`config.mk`:
```
export PLATFORM = sky130hd
export DESIGN_NAME = dpot_cmd_slave
export DESIGN_NICKNAME = d
export VERILOG_FILES = /design/src/rtl/dpot_pkg.sv /design/src/rtl/dpot_bus_sync.sv /design/src/rtl/dpot_op_decode.sv /design/src/rtl/dpot_cmd_slave.sv
export SDC_FILE = /design/constraint.sdc
export NUM_CORES = 1
export LEC_CHECK = 0
export BUFFER_PORTS_ARGS = -buffer_cell sky130_fd_sc_hd__buf_4
export CORE_UTILIZATION = 35
export DETAILED_ROUTE_END_ITERATION = 8
export PLACE_DENSITY = 0.55
export SLEW_MARGIN = 30
export SYNTH_ARGS = -nofsm -noshare
export SYNTH_HDL_FRONTEND = slang
export SYNTH_HIERARCHICAL = 1
export SYNTH_SLANG_ARGS = --single-unit
```
`constraint.sdc`:
```
create_clock -name clk -period 4.4 [get_ports clk]
set_input_delay 0.66 -clock clk [delete_from_list [all_inputs] [get_ports clk]]
set_output_delay 0.66 -clock clk [all_outputs]
set_load 0.05 [all_outputs]
```
`src/rtl/dpot_pkg.sv`:
```
package dpot_pkg;

   typedef enum logic [2:0] {
      ST_IDLE,
      ST_ADDR,
      ST_INSTR,
      ST_WDATA,
      ST_RDATA,
      ST_STEP
   } st_e;

   typedef enum logic [2:0] {
      K_BAD,
      K_XFER,
      K_WRITE,
      K_READ,
      K_STEP
   } kind_e;

   localparam logic [3:0] OP_RD_WIPER   = 4'b1001;
   localparam logic [3:0] OP_WR_WIPER   = 4'b1010;
   localparam logic [3:0] OP_RD_STORE   = 4'b1011;
   localparam logic [3:0] OP_WR_STORE   = 4'b1100;
   localparam logic [3:0] OP_LOAD_ONE   = 4'b1101;
   localparam logic [3:0] OP_SAVE_ONE   = 4'b1110;
   localparam logic [3:0] OP_LOAD_ALL   = 4'b0001;
   localparam logic [3:0] OP_SAVE_ALL   = 4'b1000;
   localparam logic [3:0] OP_STEP       = 4'b0010;

endpackage

```
`src/rtl/dpot_bus_sync.sv`:
```
module dpot_bus_sync #(
   parameter int STAGES = 2
) (
   input  logic clk,
   input  logic rst_n,
   input  logic scl_i,
   input  logic sda_i,
   output logic scl_lvl,
   output logic sda_lvl,
   output logic scl_rise,
   output logic scl_fall,
   output logic start_det,
   output logic stop_det
);

   logic [STAGES-1:0] scl_ff;
   logic [STAGES-1:0] sda_ff;
   logic              scl_q;
   logic              sda_q;

   generate
      if (STAGES < 1) begin : g_bad_stages
         $error("dpot_bus_sync: STAGES must be at least 1");
      end
      if (STAGES == 1) begin : g_single
         always_ff @(posedge clk or negedge rst_n) begin
            if (!rst_n) begin
               scl_ff <= '1;
               sda_ff <= '1;
            end else begin
               scl_ff <= scl_i;
               sda_ff <= sda_i;
            end
         end
      end else begin : g_chain
         always_ff @(posedge clk or negedge rst_n) begin
            if (!rst_n) begin
               scl_ff <= '1;
               sda_ff <= '1;
            end else begin
               scl_ff <= {scl_ff[STAGES-2:0], scl_i};
               sda_ff <= {sda_ff[STAGES-2:0], sda_i};
            end
         end
      end
   endgenerate

   always_ff @(posedge clk or negedge rst_n) begin
      if (!rst_n) begin
         scl_q <= 1'b1;
         sda_q <= 1'b1;
      end else begin
         scl_q <= scl_ff[STAGES-1];
         sda_q <= sda_ff[STAGES-1];
      end
   end

   assign scl_lvl   = scl_ff[STAGES-1];
   assign sda_lvl   = sda_ff[STAGES-1];
   assign scl_rise  = scl_lvl & ~scl_q;
   assign scl_fall  = ~scl_lvl & scl_q;
   assign start_det = scl_lvl & scl_q & sda_q & ~sda_lvl;
   assign stop_det  = scl_lvl & scl_q & ~sda_q & sda_lvl;

endmodule

```
`src/rtl/dpot_op_decode.sv`:
```
module dpot_op_decode
   import dpot_pkg::*;
(
   input  logic [3:0] op,
   output kind_e      kind
);

   always_comb begin
      unique case (op)
         OP_LOAD_ONE, OP_SAVE_ONE,
         OP_LOAD_ALL, OP_SAVE_ALL: kind = K_XFER;
         OP_WR_WIPER, OP_WR_STORE: kind = K_WRITE;
         OP_RD_WIPER, OP_RD_STORE: kind = K_READ;
         OP_STEP:                  kind = K_STEP;
         default:                  kind = K_BAD;
      endcase
   end

endmodule

```
`src/rtl/dpot_cmd_slave.sv`:
```
module dpot_cmd_slave
   import dpot_pkg::*;
#(
   parameter int SYNC_STAGES = 2,
   parameter int ADDR_W      = 4,
   parameter int TYPE_CODE   = 5,
   parameter int DATA_W      = 6
) (
   input  logic              clk,
   input  logic              rst_n,
   input  logic              scl_i,
   input  logic              sda_i,
   output logic              sda_oe_o,
   input  logic [ADDR_W-1:0] dev_addr_i,
   input  logic              nv_busy_i,
   input  logic [DATA_W-1:0] rd_data_i,
   output logic              cmd_valid_o,
   output logic [3:0]        cmd_op_o,
   output logic [1:0]        cmd_reg_o,
   output logic [1:0]        cmd_pot_o,
   output logic [DATA_W-1:0] cmd_data_o,
   output logic              step_o,
   output logic              step_up_o
);

   localparam int              BYTE_W    = 8;
   localparam int              TYPE_W    = BYTE_W - ADDR_W;
   localparam int              CNT_W     = $clog2(BYTE_W + 2);
   localparam logic [CNT_W-1:0] CNT_BYTE = CNT_W'(BYTE_W);
   localparam logic [CNT_W-1:0] CNT_ACK  = CNT_W'(BYTE_W + 1);
   localparam logic [TYPE_W-1:0] TYPE_BITS = TYPE_W'(TYPE_CODE);

   generate
      if (ADDR_W < 1 || ADDR_W > 7) begin : g_bad_addr
         $error("dpot_cmd_slave: ADDR_W must lie in 1..7");
      end
      if (DATA_W < 1 || DATA_W > BYTE_W) begin : g_bad_data
         $error("dpot_cmd_slave: DATA_W must lie in 1..8");
      end
   endgenerate

   logic scl_s, sda_s, scl_rise, scl_fall, start_det, stop_det;

   dpot_bus_sync #(.STAGES(SYNC_STAGES)) u_sync (
      .clk       (clk),
      .rst_n     (rst_n),
      .scl_i     (scl_i),
      .sda_i     (sda_i),
      .scl_lvl   (scl_s),
      .sda_lvl   (sda_s),
      .scl_rise  (scl_rise),
      .scl_fall  (scl_fall),
      .start_det (start_det),
      .stop_det  (stop_det)
   );

   st_e                state;
   kind_e              kind_q;
   kind_e              dec_kind;
   logic [CNT_W-1:0]   bit_cnt;
   logic [BYTE_W-1:0]  shreg;
   logic [BYTE_W-1:0]  tx_q;
   logic [3:0]         op_q;
   logic [1:0]         reg_q;
   logic [1:0]         pot_q;
   logic [DATA_W-1:0]  data_q;
   logic               oe_q;
   logic               cmd_q;
   logic               step_q;
   logic               step_up_q;
   logic               up_lat;
   logic [BYTE_W-1:0]  tx_load;
   logic               addr_hit;

   dpot_op_decode u_dec (
      .op   (shreg[7:4]),
      .kind (dec_kind)
   );

   assign tx_load  = BYTE_W'(rd_data_i);
   assign addr_hit = (shreg == {TYPE_BITS, dev_addr_i});

   always_ff @(posedge clk or negedge rst_n) begin
      if (!rst_n) begin
         state     <= ST_IDLE;
         kind_q    <= K_BAD;
         bit_cnt   <= '0;
         shreg     <= '0;
         tx_q      <= '0;
         op_q      <= '0;
         reg_q     <= '0;
         pot_q     <= '0;
         data_q    <= '0;
         oe_q      <= 1'b0;
         cmd_q     <= 1'b0;
         step_q    <= 1'b0;
         step_up_q <= 1'b0;
         up_lat    <= 1'b0;
      end else begin
         cmd_q  <= 1'b0;
         step_q <= 1'b0;
         if (stop_det) begin
            state <= ST_IDLE;
            oe_q  <= 1'b0;
         end else if (start_det) begin
            state   <= ST_ADDR;
            bit_cnt <= '0;
            oe_q    <= 1'b0;
         end else if (state == ST_STEP) begin
            if (scl_rise) up_lat <= sda_s;
            if (scl_fall) begin
               step_q    <= 1'b1;
               step_up_q <= up_lat;
            end
         end else if (state != ST_IDLE) begin
            if (scl_rise) begin
               if (bit_cnt < CNT_BYTE) shreg <= {shreg[BYTE_W-2:0], sda_s};
               bit_cnt <= bit_cnt + 1'b1;
            end
            if (scl_fall) begin
               if (state == ST_RDATA) begin
                  if (bit_cnt < CNT_BYTE) begin
                     tx_q <= {tx_q[BYTE_W-2:0], 1'b0};
                     oe_q <= ~tx_q[BYTE_W-2];
                  end else if (bit_cnt == CNT_BYTE) begin
                     oe_q <= 1'b0;
                  end else begin
                     state <= ST_IDLE;
                  end
               end else if (bit_cnt == CNT_BYTE) begin
                  unique case (state)
                     ST_ADDR: begin
                        if (addr_hit && !nv_busy_i) oe_q <= 1'b1;
                        else                        state <= ST_IDLE;
                     end
                     ST_INSTR: begin
                        op_q   <= shreg[7:4];
                        reg_q  <= shreg[3:2];
                        pot_q  <= shreg[1:0];
                        kind_q <= dec_kind;
                        if (dec_kind != K_BAD) oe_q <= 1'b1;
                        else                   state <= ST_IDLE;
                     end
                     ST_WDATA: begin
                        data_q <= shreg[DATA_W-1:0];
                        oe_q   <= 1'b1;
                     end
                     default: ;
                  endcase
               end else if (bit_cnt == CNT_ACK) begin
                  oe_q    <= 1'b0;
                  bit_cnt <= '0;
                  unique case (state)
                     ST_ADDR: state <= ST_INSTR;
                     ST_INSTR: begin
                        unique case (kind_q)
                           K_XFER: begin
                              cmd_q <= 1'b1;
                              state <= ST_IDLE;
                           end
                           K_WRITE: state <= ST_WDATA;
                           K_READ: begin
                              state <= ST_RDATA;
                              tx_q  <= tx_load;
                              oe_q  <= ~tx_load[BYTE_W-1];
                           end
                           K_STEP: begin
                              state  <= ST_STEP;
                              up_lat <= 1'b0;
                           end
                           default: state <= ST_IDLE;
                        endcase
                     end
                     ST_WDATA: begin
                        cmd_q <= 1'b1;
                        state <= ST_IDLE;
                     end
                     default: state <= ST_IDLE;
                  endcase
               end
            end
         end
      end
   end

   assign sda_oe_o    = oe_q;
   assign cmd_valid_o = cmd_q;
   assign cmd_op_o    = op_q;
   assign cmd_reg_o   = reg_q;
   assign cmd_pot_o   = pot_q;
   assign cmd_data_o  = data_q;
   assign step_o      = step_q;
   assign step_up_o   = step_up_q;

endmodule

```
[Yosys cells after proc, flatten, opt, wreduce, memory -nomap -nowiden]
Memories as Yosys holds them, arrays and structs flattened.
Cells that the tools add are included.
Cells by class
  $add $sub $neg: 1
  $lt $le $gt $ge: 1
  equal/unequal tests: 28
  multiplexer cells: 67
  bitwise logic cells: 16
  reduce and logical (&&, ||, !) cells: 25
Operators by type and width (number)
  7-bit two-way mux: 6
  1-bit two-way mux: 36
  3-bit two-way mux: 12
  4-bit two-way mux: 8
  8-bit AND reduction: 3
  10-bit AND reduction: 2
  2-bit nonzero test: 9
  3-bit by 2-bit equality test with 1-bit output, second input constant: 4
  6-bit inequality test, second input constant: 2
  3-bit case mux with 2 select lines: 2
  3-bit nonzero test: 4
  2-bit inequality test, second input constant: 5
  5-bit by 3-bit inequality test with 1-bit output, second input constant: 2
  5-bit inequality test, second input constant: 2
  3-bit equality test, second input constant: 3
  1-bit inverter: 9
  3-bit case mux with 3 select lines: 1
  9-bit AND reduction: 1
  4-bit equality test, second input constant: 2
  8-bit by 7-bit equality test with 1-bit output: 1
  4-bit inequality test, second input constant: 2
  1-bit bitwise AND: 7
  7-bit by 4-bit inequality test with 1-bit output, second input constant: 1
  3-bit by 1-bit equality test with 1-bit output, second input constant: 2
  other kinds (12): 12
Word-level totals
  register bits: 50
  memory bits (read-only): 48
  input port bits: 15
  output and inout bits: 18
  logic and storage cells: 157
  memories kept: 1
Memory list
  (no name shown): depth 16, width 3, rd ports 1, clocked after memory_dff 0, wr ports 0, line dpot_op_decode.sv:9  | unique case (op)

[Depth between registers and ports, before layout]
Gate-level depths: netlist of run 1.
  depth after elaboration: 11
  depth in mapped cells: 9
  mapped depth without buffers: 9

[Modules after synthesis]
Netlist of run 1, hierarchy kept.
By module, submodules not included
  dpot_cmd_slave: times used 1, cells an instance 210, area an instance 2353.5 sq um, seq. area each 1101.1 sq um
  dpot_bus_sync: times used 1, cells an instance 10, area an instance 190.2 sq um, seq. area each 157.7 sq um
  dpot_op_decode: times used 1, cells an instance 14, area an instance 108.9 sq um, seq. area each 0.0 sq um

[Worst setup path before layout of run 1]
OpenSTA, ideal clock, no wires.
  path kind: register -> register
  start point: register u_sync.sda_ff[1]
  end point: register op_q[0] (netlist: cmd_op_o[0])
  setup time: 0.125 ns
  data arrival time: 2.156 ns
  required time: 4.275 ns
  path slack: 2.119 ns
  cell stages (with the launch flop): 8
  path buffers: 2
  period minus slack after synthesis: 2.281 ns
  cells stage by stage: dfstp_2 > and4b_1 > or2_1 > buf_6 > nor3_4 > or3b_1 > buf_6 > mux2_4
Between the ends
  cells in the longest elaborated chain, start to end: 4
  elaborated cells on any way between the ends: 6
  those cells by class: 5 x bitwise; 1 x reduce/logical
Ends and longest elaborated chain
  start, declared: line dpot_bus_sync.sv:17  | logic [STAGES-1:0] sda_ff;
  start signal, assigned: line dpot_bus_sync.sv:42  | sda_ff <= {sda_ff[STAGES-2:0], sda_i};
  1-bit inverter: line dpot_bus_sync.sv:62  | assign start_det = scl_lvl & scl_q & sda_q & ~sda_lvl;
  1-bit bitwise AND: line dpot_bus_sync.sv:62
  net start_det: line dpot_cmd_slave.sv:42  | logic scl_s, sda_s, scl_rise, scl_fall, start_det, stop_det;
  1-bit inverter (no line)
  8-bit AND reduction (no line)
  end signal, assigned: line dpot_cmd_slave.sv:137  | op_q <= shreg[7:4];
  end, declared: line dpot_cmd_slave.sv:63  | logic [3:0] op_q;
The timed path passes the listed nets, and every way through them passes these cells.
A chain may end at the register's enable or synchronous reset.

[Final worst setup path of run 1]
  start point: register u_sync.sda_ff[1]
  end point: register kind_q[0]
Between the ends
  cells in the longest elaborated chain, start to end: 4
  elaborated cells on any way between the ends: 6
  those cells by class: 5 x bitwise; 1 x reduce/logical
Ends and longest elaborated chain
  1-bit inverter: line dpot_bus_sync.sv:62
  1-bit bitwise AND: line dpot_bus_sync.sv:62
  net start_det: line dpot_cmd_slave.sv:42
  1-bit inverter (no line)
  8-bit AND reduction (no line)
  end signal, assigned: line dpot_cmd_slave.sv:140  | kind_q <= dec_kind;
  end, declared: line dpot_cmd_slave.sv:58  | kind_e kind_q;
The timed path passes the listed nets, and every way through them passes these cells.

==> implementation parameters, run 1 <==
Parameter                              Value

Run status
  Run status ... finished, final reports clean

Setup path
  Required time at the endpoint of the critical path ... 4.60 ns
  Crit end category ... register
  Class of the most critical setup path ... reg -> reg
  Critical Path Start Type ... register
  Arrival time worst endpoint ... 2.82 ns
  Cell-by-cell trace of the critical path ... and4b_1, or2_1, nor3_4, or3b_1, mux2_4
  Largest driver fanout on the critical path ... 11
  Delay of the slowest cell on the worst path ... 0.67 ns
  Master of the slowest instance on the critical path ... sky130_fd_sc_hd__or3b_1

Power and ir drop
  Static leakage power ... 1.47 nW
  Maximum resistive drop on vdd ... 0.163 mV
  Power Dens Cells ... 321 nW/µm²

Global routing
  Number of global-route vias before repair ... 1771
  Largest net degree at the start of global routing ... 51
  Global route overflow ... 0
  Number of antenna violations at the first check in global routing ... 0
  Wire length of the first global-routing pass ... 8910 µm
  Global-route usage over all layers ... 14.9%

Placed design
  Routability cong. ... 0.860
  HPWL after detailed placement ... 3740 µm
  Number of port buffers ... 32

Clock tree
  CTS tree ... built
  Bufs on Longest Clock Path ... 2
  Root cell of the clock tree ... sky130_fd_sc_hd__clkbuf_8
  Number of buffers created by CTS ... 5
  Buffers inserted during post-CTS setup optimization ... 0
  H-Tree Depth ... 2
  Number of gates given a new drive strength after cts ... 0
  Clock-pin transition on the worst setup and hold timing paths ... 0.11 ns
  Hold-fix buffers at CTS ... 0
  Clock Sink Count ... 50
  Latest clock arrival within the worst-skew pair ... 0.31 ns

Layout
  Area of the multi-input gates ... 1310 µm²
  Fin util ... 42.1%
  Share of layout cells above drive strength 1 ... 30.8%
  Commonest cells after routing, fill and taps aside ... 44 x sky130_fd_sc_hd__dfrtp_1, 32 x sky130_fd_sc_hd__buf_4, 20 x sky130_fd_sc_hd__nand2_1
  Antenna cells ... 0
  Layout overhead on the synthesized area ... 15.7%
  Most common cell after layout, fill and taps aside ... sky130_fd_sc_hd__dfrtp_1
  Sequential cell area ... 1260 µm²
  Post-layout nets ... 287
  Filler Cell Count ... 735

STA
  Setup repair after global routing missed its margin ... no
  Final slew viol count ... 0
  Slew HR ... 54.2%
  Slew at the pin closest to its max-slew limit ... 0.677 ns
  Clock period minus worst slack ... 2.62 ns
  Accumulated negative setup slack ... 0 ns
  Number of failing hold endpoints at the final stage ... 0
  Fmax ... 0.381 GHz
  Final critical-path share of the clock period ... 59.6%
  Final setup violation count ... 0
  Final clock skew ... 0.0137 ns

Synth
  Proportion of register bits with asynchronous set or reset after synthesis ... 100%
  Total nets after synthesis ... 256
  Yosys top cell by area ... sky130_fd_sc_hd__dfrtp_1
  Post-synthesis instance area ... 2650 µm²
  Post-synthesis area per instance ... 11.3 µm²
  Number of distinct library cells after synthesis ... 51
  Total of warnings raised by yosys ... 6
  Total of flip-flops plus latches after synthesis ... 50
  Portion of the post-synthesis area used by sequential elements ... 47.5%
  Dominant synthesized flop cell ... sky130_fd_sc_hd__dfrtp_1
  Biggest area contributors in the synthesized netlist ... sky130_fd_sc_hd__dfrtp_1 42%, sky130_fd_sc_hd__mux2_2 8.1%, sky130_fd_sc_hd__dfstp_2 5.9%
  Number of enable-type register cells in the synthesized netlist ... 0
  Share of Yosys cell area claimed by the top area cell type ... 41.5%
  Number of cells produced by synthesis ... 234

Floorplanning
  Chip Width ... 89.1 µm
  Number of core rows ... 31
  Chip Height ... 89.1 µm
  I/O pins ... 33
  Initial core utilization ... 36.4%
  Die area ... 7930 µm²
  Placeable core region ... 7290 µm²

Detailed routing
  TritonRoute pass-1 iters ... 4
  Post-DRT Antenna Nets ... 0
  DR DRC count ... 0
  Average detailed-routed wire length per instance ... 14.4 µm
  Routed vias ... 1801
  Number of vias per cell after detailed routing ... 4.93
  Detailed Route WL ... 5250 µm
  Iteration-0 DRC Markers ... 103

Worst hold path
  Path category of the worst min-delay check ... in -> async

Flow run
  Max_cap viols ... 0
==> synthesized netlist by cell type (6+ instances only) <==
| library cell | number |
|---|---|
| sky130_fd_sc_hd__mux2_4 | 10 |
| sky130_fd_sc_hd__ha_1 | 7 |
| sky130_fd_sc_hd__xnor2_1 | 6 |
| sky130_fd_sc_hd__mux2_2 | 19 |
| sky130_fd_sc_hd__inv_1 | 6 |
| sky130_fd_sc_hd__o21ai_0 | 8 |
| sky130_fd_sc_hd__dfrtp_1 | 44 |
| sky130_fd_sc_hd__a21oi_1 | 8 |
| sky130_fd_sc_hd__nor2b_1 | 7 |
| sky130_fd_sc_hd__dfstp_2 | 6 |
| sky130_fd_sc_hd__nor2_1 | 18 |
| sky130_fd_sc_hd__nand2_1 | 20 |
==> layout make-up <==
cell class	count	share of cell area, %
tap	99	4.04
sequential	50	41.0
timing repair buffer	32	7.83
clock inverter	3	1.55
inverter	6	0.734
clock buffer	5	2.24
multi-input combinational	170	42.6
==> metal layers <==
layer,share of wire [%],routed length [µm],up-vias,track usage [%]
li1,-,-,893,-
met1,50,2650,873,21.5
met2,44,2340,26,22.1
met3,3.1,162,9,3.32
met4,1.9,100,0,5.34
met5,0,0,-,0
==> flip-flops by register name, indices dropped and copies added, names as in the netlist, 3 cells and up <==
name and count:
cmd_op_o 4, bit_cnt 4, kind_q 3, shreg 8, state 3, cmd_data_o 6
tx_q 7
==> kinds of logic after synthesis <==
kind of cell / share of synthesized area [%]
mux: 16.6
simple gates: 18.8
buf+inv: 3.30
fa+ha+maj: 3.30
xor+xnor: 2.64
compound gates: 7.88
flops: 47.5
==> critical path, delay by kind of cell (launching register included) <==
family / cells / cell delay (ns)
AND/OR/NAND/NOR: 4 / 1.54
flip-flops: 1 / 0.58
multiplexers: 1 / 0.40
==> through the flow <==
step	power [mW]	instances	setup slack, ns	hold WS [ns]	cell area [µm²]
floorplan	0.611	234	2.12	0.345	2650
global placement	0.652	357	1.84	0.346	2950
detailed placement	0.654	357	1.76	0.347	2950
CTS	1.00	365	1.75	0.363	3070
global route	1.04	365	1.67	0.365	3070
finish	0.986	365	1.78	0.350	3070
==> path summary, 6_finish.rpt <==
path / depth (start not counted) / to / slack (ns) / start
worst max-delay path: 5 / kind_q[0] / 1.78 / u_sync/sda_ff[1]
worst min-delay path: 1 / tx_q[1] / 0.35 / rst_n
worst max register to register: 5 / kind_q[0] / 1.78 / u_sync/sda_ff[1]
worst min register to register: 0 / u_sync/scl_ff[1] / 0.36 / u_sync/scl_ff[0]
max in group asynchronous: 1 / cmd_pot_o[0] / 3.61 / rst_n
min in group clk: 0 / u_sync/scl_ff[1] / 0.36 / u_sync/scl_ff[0]
==> power by group <==
| part | internal, mW | switching [mW] |
|---|---|---|
| clock | 0.174 | 0.169 |
| combinational | 0.0599 | 0.0714 |
| sequential | 0.483 | 0.0281 |
| total | 0.717 | 0.269 |
Note: power is estimated with default switching activity, not from simulation.
==> run 2: changes to the inputs <==
--- a/config.mk
+++ b/config.mk
@@ -8,7 +8,7 @@
 export BUFFER_PORTS_ARGS = -buffer_cell sky130_fd_sc_hd__buf_4
 export CORE_UTILIZATION = 35
 export DETAILED_ROUTE_END_ITERATION = 8
-export PLACE_DENSITY = 0.55
+export PLACE_DENSITY = 0.57
 export SLEW_MARGIN = 30
 export SYNTH_ARGS = -nofsm -noshare
 export SYNTH_HDL_FRONTEND = slang
==> constraint.sdc (replaced) <==
create_clock -name clk -period 2.2 [get_ports clk]
set_input_delay 0.33 -clock clk [delete_from_list [all_inputs] [get_ports clk]]
set_output_delay 0.33 -clock clk [all_outputs]
set_load 0.05 [all_outputs]
==> implementation parameters, run 2 (synthesis results as in run 1) <==
Parameter                              Value

Setup path
  Cell-by-cell trace of the critical path ... inv_4, ha_4, nand3_2, o31ai_2, or3_1, o21bai_1, o21ai_1, a211oi_2, mux2_1
  Crit end category ... register
  Critical Path Start Type ... register
  Largest driver fanout on the critical path ... 3 (-8)
  Delay of the slowest cell on the worst path ... 0.44 ns (-0.23 ns)
  Required time at the endpoint of the critical path ... 2.40 ns (-2.20 ns)
  CP delay by family, top ... compound AO/OA/AOI/OAI gates
  Buffers & Inverters on Critical Path ... 1 (+1)
  Class of the most critical setup path ... reg -> reg
  Arrival time worst endpoint ... 2.50 ns (-0.32 ns)
  Master of the slowest instance on the critical path ... sky130_fd_sc_hd__dfrtp_1

Detailed routing
  Routed vias ... 1894 (+5.2%)
  Detailed Route WL ... 5450 µm (+3.7%)
  Number of vias per cell after detailed routing ... 4.93 (about the same)
  TritonRoute pass-1 iters ... 4 (unchanged)
  Average detailed-routed wire length per instance ... 14.2 µm (-1.4%)
  Post-DRT Antenna Nets ... 0 (unchanged)
  DR DRC count ... 0 (unchanged)
  Iteration-0 DRC Markers ... 86 (-17%)

Power and ir drop
  Static leakage power ... 1.57 nW (+7.0%)
  Power Dens Cells ... 585 nW/µm² (+82%)
  Total Power Consumption ... 1.90 mW (+93%)
  Maximum resistive drop on vdd ... 0.399 mV (+140%)

Global routing
  Wire length of the first global-routing pass ... 8980 µm (+0.70%)
  Met2 usage in global routing ... 23.6% (+1.5 points)
  Global route overflow ... 0 (unchanged)
  Global-route usage over all layers ... 15.1% (+0.18 points)
  Largest net degree at the start of global routing ... 51 (unchanged)
  GR Layer Usage met1 ... 21.0% (-0.47 points)
  Global-route layer with the greatest usage ... met2
  Number of antenna violations at the first check in global routing ... 0 (unchanged)
  Met3 track demand over resource in global routing ... 3.32% (unchanged)
  Number of global-route vias before repair ... 1855 (+4.7%)

STA
  Clock period minus worst slack ... 2.30 ns (-0.322 ns)
  Setup repair after global routing missed its margin ... yes
  Final clock skew ... 0.00693 ns (-0.00678 ns)
  Number of failing hold endpoints at the final stage ... 0 (unchanged)
  Final critical-path share of the clock period ... 105% (+45 points)
  Worst Hold Margin ... 0.0335 ns (-0.317 ns)
  Final worst-path setup slack ... -0.102 ns (-1.88 ns)
  Accumulated negative setup slack ... -0.298 ns (-0.298 ns)
  Final slew viol count ... 0 (unchanged)
  Slew at the pin closest to its max-slew limit ... 0.633 ns (-0.0441 ns)
  Fmax ... 0.434 GHz (+14%)
  Slew HR ... 57.8% (+3.6 points)
  Final setup violation count ... 3 (+3)

Clock tree
  Root cell of the clock tree ... sky130_fd_sc_hd__clkbuf_8
  Clock Sink Count ... 50 (unchanged)
  Latest clock arrival within the worst-skew pair ... 0.31 ns (about the same)
  CTS tree ... built
  Bufs on Longest Clock Path ... 2 (unchanged)
  Number of buffers created by CTS ... 5 (unchanged)
  H-Tree Depth ... 2 (unchanged)
  Clock-pin transition on the worst setup and hold timing paths ... 0.09 ns (-0.02 ns)

Worst hold path
  Path category of the worst min-delay check ... in -> async

Floorplanning
  Initial core utilization ... 36.4% (unchanged)
  Chip Width ... 89.1 µm (unchanged)
  Die area ... 7930 µm² (unchanged)
  Number of core rows ... 31 (unchanged)
  Placeable core region ... 7290 µm² (unchanged)
  Chip Height ... 89.1 µm (unchanged)
  I/O pins ... 33 (unchanged)

Placed design
  Number of port buffers ... 32 (unchanged)
  Post-placement worst setup slack ... -0.121 ns (-1.88 ns)
  HPWL after detailed placement ... 3900 µm (+4.3%)
  Routability cong. ... 0.799 (-7.1%)
  Area of placed instances ... 3080 µm² (+4.5%)

Layout
  Post-layout nets ... 306 (+6.6%)
  Most common cell after layout, fill and taps aside ... sky130_fd_sc_hd__buf_4
  Antenna cells ... 0 (unchanged)
  Share of layout cells above drive strength 1 ... 38.6% (+7.8 points)
  Most flops, register ... shreg
  Commonest cells after routing, fill and taps aside ... 51 x sky130_fd_sc_hd__buf_4, 44 x sky130_fd_sc_hd__dfrtp_1, 20 x sky130_fd_sc_hd__nand2_1
  Final Cell Area ... 3250 µm² (+6.0%)
  Layout overhead on the synthesized area ... 22.6%
  Flip-flop count of the largest register, all copies and words added ... 8 (unchanged)

Flow run
  Max_cap viols ... 0 (unchanged)

Run status
  Run status ... complete, but fails checks
  Failing checks ... setup timing
==> run 2: cell types whose count changed in the layout (fill, tap and decap cells not counted), moves of 2 or more <==
cell	previous run	this run
sky130_fd_sc_hd__buf_4	32	51
sky130_fd_sc_hd__ha_1	7	4
sky130_fd_sc_hd__ha_4	0	3
sky130_fd_sc_hd__clkbuf_8	5	7
sky130_fd_sc_hd__inv_1	6	4
sky130_fd_sc_hd__inv_6	2	0
==> run 2: final timing paths <==
path	from	endpoint	slack (ns)	cells after the start
setup / recovery	shreg[4]	state[2]	-0.10	9
hold / removal	rst_n	shreg[2]	0.03	1
max in group asynchronous	rst_n	bit_cnt[3]	1.74	1
min in group clk	scl_i	u_sync/scl_ff[0]	0.12	1
hold reg to reg	u_sync/scl_ff[0]	u_sync/scl_ff[1]	0.36	0
setup reg to reg	shreg[4]	state[2]	-0.10	9
==> run 2: final cells by class <==
type | count | area, µm²
multi-input cells | 170 | 1360
well taps | 99 | 124
clock buffers | 7 | 96.3
fillers | 741 | 4040
repair buffers | 51 | 383
flip-flops and latches | 50 | 1260
inverters | 6 | 25.0
clock inverters | 1 | 8.76
==> run 2: per-stage QoR <==
stage               instances  utilization [%]
CTS                       382             43.9
global route              384             44.6
finish                    384             44.6
detailed placement        374             42.3
floorplan                 234                -
global placement          374             42.3
==> run 2: timing repair <==
item / 4_1_cts / 5_1_grt
setup buffers: 0 / 2
hold endpoints to repair: 0 / 0
resized for setup: 2 / 7
hold buffers: 0 / 0
setup endpoints to repair: 3 / 15
==> run 2: power by group <==
| part | switching (mW) | internal [mW] |
|---|---|---|
| clock | 0.310 | 0.289 |
| combinational | 0.153 | 0.134 |
| sequential | 0.0522 | 0.967 |
| total | 0.515 | 1.39 |
==> run 2: routing by layer <==
metal / part of all wire [%] / routed length (µm)
met1: 49 / 2650
met2: 47 / 2570
met3: 2.9 / 160
met4: 1.2 / 63
met5: 0 / 0
